<file path="config.mk">
export PLATFORM = sky130hd
export DESIGN_NAME = lis_timing_gen
export DESIGN_NICKNAME = d
export VERILOG_FILES = /design/src/rtl/lis_pkg.sv /design/src/rtl/lis_clk_div.sv /design/src/rtl/lis_frame_seq.sv /design/src/rtl/lis_drive_out.sv /design/src/rtl/lis_timing_gen.sv
export SDC_FILE = /design/constraint.sdc
export NUM_CORES = 1
export LEC_CHECK = 0
export BUFFER_PORTS_ARGS = -buffer_cell sky130_fd_sc_hd__buf_2
export CORE_MARGIN = 2
export CORE_UTILIZATION = 40
export CTS_BUF_LIST = sky130_fd_sc_hd__clkbuf_8
export DETAILED_ROUTE_END_ITERATION = 7
export PLACE_DENSITY = 0.56
export SLEW_MARGIN = 40
export SYNTH_ARGS = -nofsm -noshare
export SYNTH_HDL_FRONTEND = slang
export SYNTH_SLANG_ARGS = --single-unit
</file>
<file path="constraint.sdc">
create_clock -name clk -period 3.7 [get_ports clk]
set_input_delay 0.185 -clock clk [delete_from_list [all_inputs] [get_ports clk]]
set_output_delay 0.185 -clock clk [all_outputs]
set_load 0.01 [all_outputs]
</file>
<file path="src/rtl/lis_pkg.sv">
// Shared types for the linear image sensor timing generator.
// Assumes nothing beyond the zone ordering within one frame.
package lis_pkg;
    // Slot classes within one frame, in time order.
    typedef enum logic [1:0] {
        ZONE_GATE = 2'd0,  // readout gate low, pixel clock parked high
        ZONE_LEAD = 2'd1,  // pixel clock runs, no conversions yet
        ZONE_PIX  = 2'd2,  // effective pixels, one conversion per slot
        ZONE_TAIL = 2'd3   // remaining pixel clocks up to frame end
    } lis_zone_e;
endpackage

</file>
<file path="src/rtl/lis_clk_div.sv">
// Prescaler: splits the reference clock into pixel slots of DIV cycles.
// Reports the first half of each slot and the slot's last cycle.
// Assumes DIV is even and at least 2.
module lis_clk_div #(
    parameter int DIV = 20
) (
    input  logic clk,
    input  logic rst_n,
    output logic first_half,
    output logic slot_end
);
    localparam int PHW = (DIV > 2) ? $clog2(DIV) : 1;
    localparam logic [PHW-1:0] PH_LAST = PHW'(DIV - 1);
    localparam logic [PHW-1:0] PH_HALF = PHW'(DIV / 2);

    logic [PHW-1:0] ph;

    // Phase counter wraps after DIV reference cycles.
    always_ff @(posedge clk) begin
        if (!rst_n)
            ph <= '0;
        else if (ph == PH_LAST)
            ph <= '0;
        else
            ph <= ph + 1'b1;
    end

    assign first_half = (ph < PH_HALF);
    assign slot_end   = (ph == PH_LAST);

    assert_first_half_follows_slot_R1: assert property (@(posedge clk) disable iff (!rst_n)
        slot_end |=> first_half);
    assert_phase_in_range_R1: assert property (@(posedge clk) disable iff (!rst_n)
        ph <= PH_LAST);
endmodule

</file>
<file path="src/rtl/lis_frame_seq.sv">
// Frame sequencer: counts pixel slots, classifies each slot into a zone,
// and swaps a staged, clamped frame period in at the frame boundary.
// Assumes OFFSET + NPIX <= NDUMMY + NPIX and RESET_PERIOD >= the minimum.
module lis_frame_seq
    import lis_pkg::*;
#(
    parameter int PW           = 16,
    parameter int GATE_LEN     = 8,
    parameter int NPIX         = 2048,
    parameter int NDUMMY       = 38,
    parameter int OFFSET       = 32,
    parameter int RESET_PERIOD = 2100
) (
    input  logic          clk,
    input  logic          rst_n,
    input  logic          slot_end,
    input  logic [PW-1:0] cfg_period,
    input  logic          cfg_load,
    output lis_zone_e     zone
);
    localparam int SW = PW + 1;
    localparam logic [PW-1:0] MIN_P   = PW'(NPIX + NDUMMY + 3);
    localparam logic [PW-1:0] RST_P   = PW'(RESET_PERIOD);
    localparam logic [SW-1:0] GATE_S  = SW'(GATE_LEN);
    localparam logic [SW-1:0] PIX_LO  = SW'(GATE_LEN + OFFSET);
    localparam logic [SW-1:0] PIX_HI  = SW'(GATE_LEN + OFFSET + NPIX);

    logic [PW-1:0] pend_p;
    logic [PW-1:0] act_p;
    logic [SW-1:0] slot;
    logic [SW-1:0] last_slot;
    logic          wrap;

    assign last_slot = GATE_S + {1'b0, act_p} - 1'b1;
    assign wrap      = slot_end && (slot == last_slot);

    // Stage a host value, raised to the shortest legal frame.
    always_ff @(posedge clk) begin
        if (!rst_n)
            pend_p <= RST_P;
        else if (cfg_load)
            pend_p <= (cfg_period < MIN_P) ? MIN_P : cfg_period;
    end

    // Slot counter and period swap at the frame boundary.
    always_ff @(posedge clk) begin
        if (!rst_n) begin
            slot  <= '0;
            act_p <= RST_P;
        end else if (wrap) begin
            slot  <= '0;
            act_p <= pend_p;
        end else if (slot_end) begin
            slot  <= slot + 1'b1;
        end
    end

    // Zone decode of the current slot.
    always_comb begin
        if (slot < GATE_S)
            zone = ZONE_GATE;
        else if (slot < PIX_LO)
            zone = ZONE_LEAD;
        else if (slot < PIX_HI)
            zone = ZONE_PIX;
        else
            zone = ZONE_TAIL;
    end

    assert_period_held_midframe_R5: assert property (@(posedge clk) disable iff (!rst_n)
        !wrap |=> $stable(act_p));
    assert_active_period_min_R6: assert property (@(posedge clk) disable iff (!rst_n)
        act_p >= MIN_P);
    assert_staged_period_min_R6: assert property (@(posedge clk) disable iff (!rst_n)
        pend_p >= MIN_P);
    assert_slot_within_frame_R2: assert property (@(posedge clk) disable iff (!rst_n)
        slot <= last_slot);
endmodule

</file>
<file path="src/rtl/lis_drive_out.sv">
// Output stage: turns zone and slot half into registered sensor drives.
// Assumes zone and first_half describe the same reference cycle.
module lis_drive_out
    import lis_pkg::*;
(
    input  logic      clk,
    input  logic      rst_n,
    input  lis_zone_e zone,
    input  logic      first_half,
    output logic      pix_clk,
    output logic      rd_gate_n,
    output logic      conv_start
);
    // Register every drive so no decoded glitch reaches a pin.
    always_ff @(posedge clk) begin
        if (!rst_n) begin
            pix_clk    <= 1'b0;
            rd_gate_n  <= 1'b1;
            conv_start <= 1'b0;
        end else begin
            pix_clk    <= (zone == ZONE_GATE) || first_half;
            rd_gate_n  <= (zone != ZONE_GATE);
            conv_start <= (zone == ZONE_PIX) && first_half;
        end
    end

    assert_conv_inside_pixel_high_R4: assert property (@(posedge clk) disable iff (!rst_n)
        conv_start |-> pix_clk);
    assert_conv_not_in_gate_R4: assert property (@(posedge clk) disable iff (!rst_n)
        conv_start |-> rd_gate_n);
    assert_pixel_parked_in_gate_R3: assert property (@(posedge clk) disable iff (!rst_n)
        !rd_gate_n |-> pix_clk);
endmodule

</file>
<file path="src/rtl/lis_timing_gen.sv">
// Top of the linear image sensor timing generator: prescaler, frame
// sequencer and registered output stage, all on the reference clock.
// Assumes DIV even, OFFSET <= NDUMMY, RESET_PERIOD >= NPIX+NDUMMY+3.
module lis_timing_gen
    import lis_pkg::*;
#(
    parameter int DIV          = 20,
    parameter int PW           = 16,
    parameter int GATE_LEN     = 8,
    parameter int NPIX         = 2048,
    parameter int NDUMMY       = 38,
    parameter int OFFSET       = 32,
    parameter int RESET_PERIOD = 2100
) (
    input  logic          clk,
    input  logic          rst_n,
    input  logic [PW-1:0] cfg_period,
    input  logic          cfg_load,
    output logic          pix_clk,
    output logic          rd_gate_n,
    output logic          conv_start
);
    logic      first_half;
    logic      slot_end;
    lis_zone_e zone;

    lis_clk_div #(.DIV(DIV)) u_div (
        .clk        (clk),
        .rst_n      (rst_n),
        .first_half (first_half),
        .slot_end   (slot_end)
    );

    lis_frame_seq #(
        .PW           (PW),
        .GATE_LEN     (GATE_LEN),
        .NPIX         (NPIX),
        .NDUMMY       (NDUMMY),
        .OFFSET       (OFFSET),
        .RESET_PERIOD (RESET_PERIOD)
    ) u_seq (
        .clk        (clk),
        .rst_n      (rst_n),
        .slot_end   (slot_end),
        .cfg_period (cfg_period),
        .cfg_load   (cfg_load),
        .zone       (zone)
    );

    lis_drive_out u_out (
        .clk        (clk),
        .rst_n      (rst_n),
        .zone       (zone),
        .first_half (first_half),
        .pix_clk    (pix_clk),
        .rd_gate_n  (rd_gate_n),
        .conv_start (conv_start)
    );
endmodule

</file>
## Yosys cells after proc, flatten, opt, wreduce, memory -nomap -nowiden

Index checks and enable logic that the tools add are counted.

- Reductions and logical operators: 7
- Mux-type cells: 4
- Bitwise operators: 1
- Add/sub/neg operators: 4
- Equality and inequality tests: 3
- Magnitude comparators: 5

Operators with widths:

| operator | count |
|---|---|
| $add 17x1->17 const B | 1 |
| $add 4x16->17 const A | 1 |
| $eq 17x17->1 | 1 |
| $lt 17x12->1 const B | 1 |
| $lt 17x4->1 const B | 1 |
| $lt 17x6->1 const B | 1 |
| $sub 17x1->17 const B | 1 |
| $lt 16x12->1 const B | 1 |
| $mux 16 | 1 |
| $add 5x1->5 const B | 1 |
| $eq 5x5->1 const B | 1 |
| $lt 5x4->1 const B | 1 |
| $mux 2 | 2 |
| $reduce_or 2->1 | 2 |
| $eq 2x2->1 const B | 1 |
| $logic_and 1x1->1 | 2 |
| $logic_not 2->1 | 1 |
| $reduce_bool 2->1 | 1 |
| $logic_or 1x1->1 | 1 |
| $mux 1 | 1 |
| $not 1->1 | 1 |

- Output and inout port bits: 3
- Register bits: 57
- Logic and storage cells: 31
- Input port bits: 19

## Longest topological paths before layout

Gate-level depths: netlist of run 1.

- Depth after elaboration: 6
- Depth in mapped cells: 9
- Mapped depth without buffers: 8

## Modules after synthesis

A second synthesis of run 1 with hierarchy kept.

- Cells, all modules: 367
- Area, all modules: 3175.5 um^2

By module, submodules not included:

| module | instances | area an instance (um^2) | seq. area each (um^2) | cells each |
|---|---|---|---|---|
| lis_frame_seq | 1 | 2840.2 | 980.9 | 335 |
| lis_clk_div | 1 | 244.0 | 100.1 | 25 |
| lis_drive_out | 1 | 91.3 | 60.1 | 7 |

## Worst setup path before layout of run 1

OpenSTA, ideal clock, no wires.

- Path kind: register -> register
- Start point: register u_seq.act_p[0]
- End point: register u_seq.act_p[10]
- Arrival time: 2596 ps
- Data required time: 3628 ps
- Stages on the path, launching flop included: 10
- Buffers on the path: 1
- Period minus slack after synthesis: 2667 ps
- Path slack: 1033 ps
- Cells stage by stage: dfxtp_1 inv_1 ha_1 and2b_2 or3_1 o32ai_1 o22ai_1 nor4_4 buf_6 mux2i_1

- Longest elaborated chain between the ends: 4

RTL lines:

| item | line | source |
|---|---|---|
| from (decl) | lis_frame_seq.sv:29 | `logic [PW-1:0] act_p;` |
| from (signal assigned) | lis_frame_seq.sv:52 | `act_p <= pend_p;` |
| $add 4x16->17 | lis_frame_seq.sv:34 | `assign last_slot = GATE_S + {1'b0, act_p} - 1'b1;` |
| $sub 17x1->17 | lis_frame_seq.sv:34 |  |
| $eq 17x17->1 | lis_frame_seq.sv:35 | `assign wrap = slot_end && (slot == last_slot);` |
| $logic_and 1x1->1 | lis_frame_seq.sv:35 |  |

No other way between the ends.
A chain may end at the register's enable or synchronous reset.

## Worst setup path in the final report of run 1

- Start point: register u_seq.act_p[0]
- End point: register u_seq.act_p[0]

Same word-level chain as after synthesis.

==> summary.md, run 1 <==
| Metric | Value |
|---|---|
| Reg power frac | `0.483` |
| Place WS | `0.990 ns` |
| # resized after CTS | `0` |
| Final period utilization | `0.740` |
| Largest net degree at the start of global routing | `71` |
| Post-synth cell types | `52` |
| CP arrival | `roughly 3.0 ns` |
| Clock power frac | `0.469` |
| WL/cell | `about 14 um` |
| DRC | `0` |
| Fmax | `0.365 GHz` |
| Post-Syn Nets | `between 300 and 400` |
| Endpoints failing hold | `0` |
| Core Area | `roughly 0.0076 mm^2` |
| Cell chain of the critical path | `inv_1 -> ha_1 -> and2b_2 -> or3_1 -> o32ai_1 -> o22ai_1 -> nor4_4 -> buf_4 -> mux2i_1` |
| Leading post-synthesis cells by cell area | `dfxtp_1 37%, mux2i_1 7.4%, nor2b_1 5.6%` |
| Number of diodes | `0` |
| P_int | `just over 1 mW` |
| Worst EP required | `about 4.0 ns` |
| All-Layer GR Usage | `0.163` |
| Gr busiest metal | `met2` |
| Crit path kind | `reg2reg` |
| Setup_tns | `0 ns` |
| Fin crit period | `approximately 2.7 ns` |
| NetSw | `around 0.28 mW` |
| CTS H-tree depth | `3` |
| Final Skew | `0.00868 ns` |
| Total CTS buffers | `9` |
| Leading area contributor after synthesis | `dfxtp_1` |
| Hold_buf cts | `0` |
| I/O Pins | `22` |
| Met2 global-route usage | `0.263` |
| Total Wirelength | `6450 um` |
| Pins Over Slew Limit | `0` |
| Outcome | `complete, no violations` |
| Clk slew on worst S/H paths | `about 0.070 ns` |
| Area growth from synthesis to final layout | `12.8%` |
| PortBufs | `21` |
| Post-synth EDFFs | `0` |
| Via count | `2447` |
| Worst rel slew slack | `0.605` |
| Number of max-cap violations | `0` |
| Switching share of power | `0.213` |
| First-pass GRT wire length | `~11000 um` |
| Row cnt | `32` |
| Setup ws final | `0.963 ns` |
| Initial antenna violation count | `0` |
| Share of layout cells above drive strength 1 | `0.137` |
| Met3 usage | `0.0419` |
| Placed wire-length estimate | `4600 um` |
| Post-DP Area | `~0.0033 mm^2` |
| Top_reg_cell synth | `dfxtp_1` |
| CTS sink cnt | `57` |
| Antenna-violating nets left | `0` |
| Max Root-Sink Buffers | `2` |
| Die height | `92.0 um` |
| CTS tree | `yes` |
| CP peak stage delay | `~0.42 ns` |
| Seq/Total Area, Yosys | `0.368` |
| RSZ-0062 raised after global routing | `false` |
| Pwr per Cell Area | `about 380 mW/mm^2` |
| Logic pwr share | `0.048` |
| Clk Latency, worst-skew pair | `0.34 ns` |
| Post-synth top area share | `0.368` |
| DRT Pass-1 Iters | `6` |
| Critical-path maximum fanout | `16` |
| Hold crit path type | `in2reg` |
| GR Layer Usage met1 | `0.206` |
| Slowest-stage cell, CP | `dfxtp_1` |
| Peak VDD IR | `between 0.0002 and 0.00025 V` |
| Synthesized flop and latch total | `between 50 and 60` |
| # nets final | `between 300 and 400` |
| Die X | `92.0 um` |
| Design area | `between 0.003 and 0.004 mm^2` |
| Post-CTS Repair Setup Buffers | `0` |
| Setup crit end kind | `register` |
| Worst-margin pin slew | `roughly 0.59 ns` |
| Vias in the first global route | `~2200` |
| Die area | `approximately 0.0085 mm^2` |
| GR Overflow Total | `0` |
| Starting density of the core | `0.408` |
| Synthesized area | `between 0.003 and 0.004 mm^2` |
| Clock root buffer | `clkbuf_8` |
| Ys async rst share | `0` |
| Synth Area per Inst | `around 8.9 um^2` |
| Gate Count Post-Synth | `350` |
| Yosys Warn Count | `0` |
| Endpoints failing setup | `0` |
| Final GP Congestion | `0.811` |
| Via/cell ratio | `~5.2` |
| Number of DRC markers in iteration 0 | `around 90` |
| Startpoint types | `register` |
| P_leak | `approximately 1.2 nW` |
## cells in the mapped netlist, types with 2 or more instances
master,number
nor3_1,6
inv_1,6
ha_1,3
nand4_1,7
nand2b_1,5
o21ai_0,6
and2_1,2
a21oi_1,11
dfxtp_1,57
o221a_2,3
buf_2,2
and4_1,3
nor2_1,14
or4_1,6
nor3b_1,17
mux2i_1,23
nand3b_1,4
xnor2_1,18
clkbuf_1,14
xor2_1,17
o211ai_1,2
or3_1,2
and3_1,8
nand2_1,45
nand3_1,7
nor4_4,2
nor4_1,6
o22ai_1,3
nor2b_1,28
## registers in the layout (all words and copies together), names as in the netlist
| register | flops |
|---|---|
| u_out.rd_gate_n | 1 |
| u_out.conv_start | 1 |
| u_div.ph | 5 |
| u_out.pix_clk | 1 |
| u_seq.act_p | 16 |
| u_seq.pend_p | 16 |
| u_seq.slot | 17 |
## metal layers
layer / wire length (um) / part of all wire / vias to the layer above
li1: - / - / 1274
met1: 3090 / 0.48 / 1119
met2: 3000 / 0.46 / 47
met3: 263 / 0.041 / 7
met4: 103 / 0.016 / 0
met5: 0 / 0 / -
## kinds of logic (layout without fill, tap and decap cells)
logic type	count (synthesis)	count (layout)	synth area share
simple gates	171	171	0.326
flops	57	57	0.368
compound gates	37	37	0.0819
xor+xnor	36	36	0.106
mux	23	23	0.0743
buf+inv	23	45	0.0311
fa+ha+maj	3	3	0.0121
## through the flow
step / hold WS [ns] / power (mW) / cells / utilization
floorplan: 0.309 / 0.693 / 350 / -
global placement: 0.433 / 0.714 / 459 / 0.431
detailed placement: 0.434 / 0.715 / 459 / 0.432
CTS: 0.0717 / 1.34 / 474 / 0.460
global route: 0.0939 / 1.37 / 474 / 0.460
finish: 0.0886 / 1.32 / 474 / 0.460
## power groups by stage
stage          combinational (mW)  sequential [mW]  clock [mW]
6_report                   0.0636            0.637       0.619
4_1_cts                    0.0645            0.637       0.637
3_3_place_gp               0.0640            0.650           0
2_1_floorplan              0.0442            0.649           0
5_1_grt                    0.0727            0.638       0.663
3_5_place_dp               0.0643            0.650           0
## path summary, 6_finish.rpt
path	slack [ns]	cells after the start	endpoint	from
max	0.96	9	u_seq.act_p[0]$_SDFFE_PN0P_	u_seq.act_p[0]$_SDFFE_PN0P_
min	0.09	3	u_seq.pend_p[2]$_SDFFE_PN1P_	cfg_period[2]
max reg2reg	0.96	9	u_seq.act_p[0]$_SDFFE_PN0P_	u_seq.act_p[0]$_SDFFE_PN0P_
min reg2reg	0.45	1	u_div.ph[0]$_SDFF_PP0_	u_div.ph[0]$_SDFF_PP0_
## placed cells by master (no fill, tap or decap), types with 4 or more instances in the layout
master / n
dfxtp_1: 57
clkbuf_8: 13
a21oi_1: 11
o21ai_0: 6
nand3b_1: 4
nor4_1: 6
mux2i_1: 23
nor3_1: 6
buf_2: 20
nor2_1: 14
nand2b_1: 5
and3_1: 8
nand4_1: 7
buf_4: 4
nand2_1: 45
nand3_1: 7
inv_1: 6
or4_1: 6
xor2_1: 17
nor2b_1: 28
nor3b_1: 17
xnor2_1: 18
## layout make-up
class,count,area (um^2)
Fill cell,758,4110
Multi-Input combinational cell,270,1860
Sequential cell,57,1140
Clock buffer,13,179
Timing Repair Buffer,24,130
Tap cell,102,128
Clock inverter,2,35.0
Inverter,6,22.5
## worst max-delay path, delay by kind of cell, from the launching register on
kind / cells / cell delay, ns
muxes: 1 / 0.22
and+or+nand+nor: 3 / 0.83
adders and majority gates: 1 / 0.24
DFF: 1 / 0.42
buffers and inverters: 2 / 0.38
AOI/OAI and AO/OA: 2 / 0.58
No activity file was read; power rests on OpenSTA's default activity.
==> run 2: changes to the inputs <==
--- a/config.mk
+++ b/config.mk
@@ -10,7 +10,7 @@
 export CORE_UTILIZATION = 40
 export CTS_BUF_LIST = sky130_fd_sc_hd__clkbuf_8
 export DETAILED_ROUTE_END_ITERATION = 7
-export PLACE_DENSITY = 0.56
+export PLACE_DENSITY = 0.58
 export SLEW_MARGIN = 40
 export SYNTH_ARGS = -nofsm -noshare
 export SYNTH_HDL_FRONTEND = slang
==> constraint.sdc (replaced) <==
create_clock -name clk -period 2.3 [get_ports clk]
set_input_delay 0.115 -clock clk [delete_from_list [all_inputs] [get_ports clk]]
set_output_delay 0.115 -clock clk [all_outputs]
set_load 0.01 [all_outputs]
==> summary.md, run 2 (synthesis gave the netlist of run 1 again) <==
| Metric | Value |
|---|---|
| Die X | `92.0 um` |
| Number of max-cap violations | `0` |
| Setup ws final | `-0.0357 ns` |
| GR Overflow Total | `0` |
| Commonest non-fill, non-tap cells in the layout | `53 x dfxtp_1, 45 x nand2_1, 27 x nor2b_1, 27 x buf_4, 22 x mux2i_1` |
| PortBufs | `21` |
| Via count | `about 2600` |
| Most common cell after layout, fill and taps aside | `dfxtp_1` |
| Final GP Congestion | `~0.85` |
| Via/cell ratio | `slightly above 5` |
| RSZ-0062 raised after global routing | `true` |
| Slowest-stage cell, CP | `or4_4` |
| Fin crit period | `between 2 and 2.5 ns` |
| Placed cell count | `483` |
| Cell chain of the critical path | `inv_2 -> ha_4 -> and2b_2 -> or4_4 -> a21oi_4 -> nor2_2 -> nor4_4 -> buf_4 -> buf_12 -> mux2i_1` |
| Endpoints failing hold | `0` |
| CTS tree | `yes` |
| Pins Over Slew Limit | `0` |
| CTS sink cnt | `57` |
| Worst EP required | `2.57 ns` |
| Final period utilization | `1.02` |
| Crit path kind | `reg2reg` |
| Total CTS buffers | `9` |
| Number of DRC markers in iteration 0 | `approximately 120` |
| Clock root buffer | `clkbuf_8` |
| CP peak stage delay | `~0.50 ns` |
| Final core utilization | `0.506` |
| First-pass GRT wire length | `about 12000 um` |
| Row cnt | `32` |
| Outcome | `finished with violations` |
| Pwr per Cell Area | `around 570 mW/mm^2` |
| Violated checks | `negative setup slack` |
| Number of diodes | `0` |
| Vias in the first global route | `roughly 2400` |
| I/O Pins | `22` |
| Core Area | `roughly 0.0076 mm^2` |
| Layout Cells excl Fill | `roughly 500` |
| Fmax | `approximately 0.43 GHz` |
| Pwr Total | `2.19 mW` |
| Place WS | `-0.0483 ns` |
| Largest register FFs | `17` |
| DRC | `0` |
| Initial antenna violation count | `0` |
| Area growth from synthesis to final layout | `24.2%` |
| Hold crit path type | `in2reg` |
| Critical-path maximum fanout | `8` |
| Startpoint types | `register` |
| WL/cell | `approximately 14 um` |
| Layout filler cell count | `~700` |
| CTS H-tree depth | `3` |
| Endpoints failing setup | `13` |
| All-Layer GR Usage | `0.174` |
| Peak VDD IR | `about 0.0004 V` |
| Max Root-Sink Buffers | `2` |
| Final Skew | `between 0.01 and 0.015 ns` |
| Hold slack final | `approximately 0.029 ns` |
| Share of layout cells above drive strength 1 | `0.241` |
| Worst rel slew slack | `0.723` |
| Regs by FF count | `u_seq.slot (17), u_seq.act_p (16), u_seq.pend_p (16)` |
| # nets final | `420` |
| Design area | `0.00385 mm^2` |
| Setup_tns | `-0.266 ns` |
| Die area | `approximately 0.0085 mm^2` |
| Die height | `a little over 90 um` |
| Clk slew on worst S/H paths | `~0.070 ns` |
| Setup crit end kind | `register` |
| Post-DP Area | `0.00350 mm^2` |
| Biggest register | `u_seq.slot` |
| Worst-margin pin slew | `0.411 ns` |
| Starting density of the core | `0.408` |
| Antenna-violating nets left | `0` |
| Clk Latency, worst-skew pair | `0.35 ns` |
| P_leak | `around 1.4 nW` |
| DRT Pass-1 Iters | `4` |
| Largest net degree at the start of global routing | `39` |
| Placed wire-length estimate | `around 5000 um` |
| CP arrival | `about 2.6 ns` |
| Total Wirelength | `7010 um` |
[run 2: cell types whose count changed in the layout (fill, tap and decap cells not counted), moves of 2 or more]
| cell | delta |
|---|---|
| buf_4 | +23 |
| inv_1 | -2 |
| ha_1 | -2 |
| dfxtp_2 | +4 |
| clkinvlp_4 | +2 |
| dlygate4sd3_1 | +3 |
| clkbuf_8 | -3 |
| dfxtp_1 | -4 |
| inv_2 | +2 |
[run 2: final timing paths]
path | startpoint | endpoint | slack [ns] | cells after the start
setup / recovery | u_seq.act_p[0]$_SDFFE_PN0P_ | u_seq.act_p[0]$_SDFFE_PN0P_ | -0.04 | 10
setup reg to reg | u_seq.act_p[0]$_SDFFE_PN0P_ | u_seq.act_p[0]$_SDFFE_PN0P_ | -0.04 | 10
hold reg to reg | u_seq.pend_p[3]$_SDFFE_PN0P_ | u_seq.act_p[3]$_SDFFE_PN0P_ | 0.47 | 2
hold / removal | cfg_period[9] | u_seq.pend_p[9]$_SDFFE_PN0P_ | 0.03 | 3
[run 2: cell type report]
cell class	count	area [um^2]	area share
clock buffer	10	138	0.0357
clock inverter	5	80.1	0.0208
inverter	6	22.5	0.00585
multi-input combinational	270	1940	0.505
sequential	57	1150	0.298
tap	102	128	0.0331
timing repair buffer	54	394	0.102
[run 2: repair_timing]
action,CTS,global route
resized for setup,4,10
hold buffers,3,0
gates cloned,0,1
pin swaps,0,4
endpoints found under the hold margin,3,0
setup endpoints to repair,16,29
setup buffers,0,2
[run 2: power breakdown]
part           internal, mW  leakage (nW)  switching, mW
combinational        0.0585         0.820         0.0580
sequential             1.01         0.465         0.0127
clock                 0.631         0.104          0.420
total                  1.70          1.39          0.491
[run 2: worst max-delay path: cells and delay by family (launching register included)]
kind            cells  cell delay, ns
compound gates      1            0.17
fa+ha+maj           1            0.15
buf+inv             3            0.37
flops               1            0.36
mux                 1            0.19
simple gates        4            1.03
[run 2: per-layer routing]
metal | up-vias | wire length [um] | global-route usage
li1 | 1334 | - | -
met1 | 1159 | 3470 | 0.230
met2 | 51 | 3140 | 0.271
met3 | 14 | 254 | 0.0394
met4 | 0 | 153 | 0.0796
met5 | - | 0 | 0
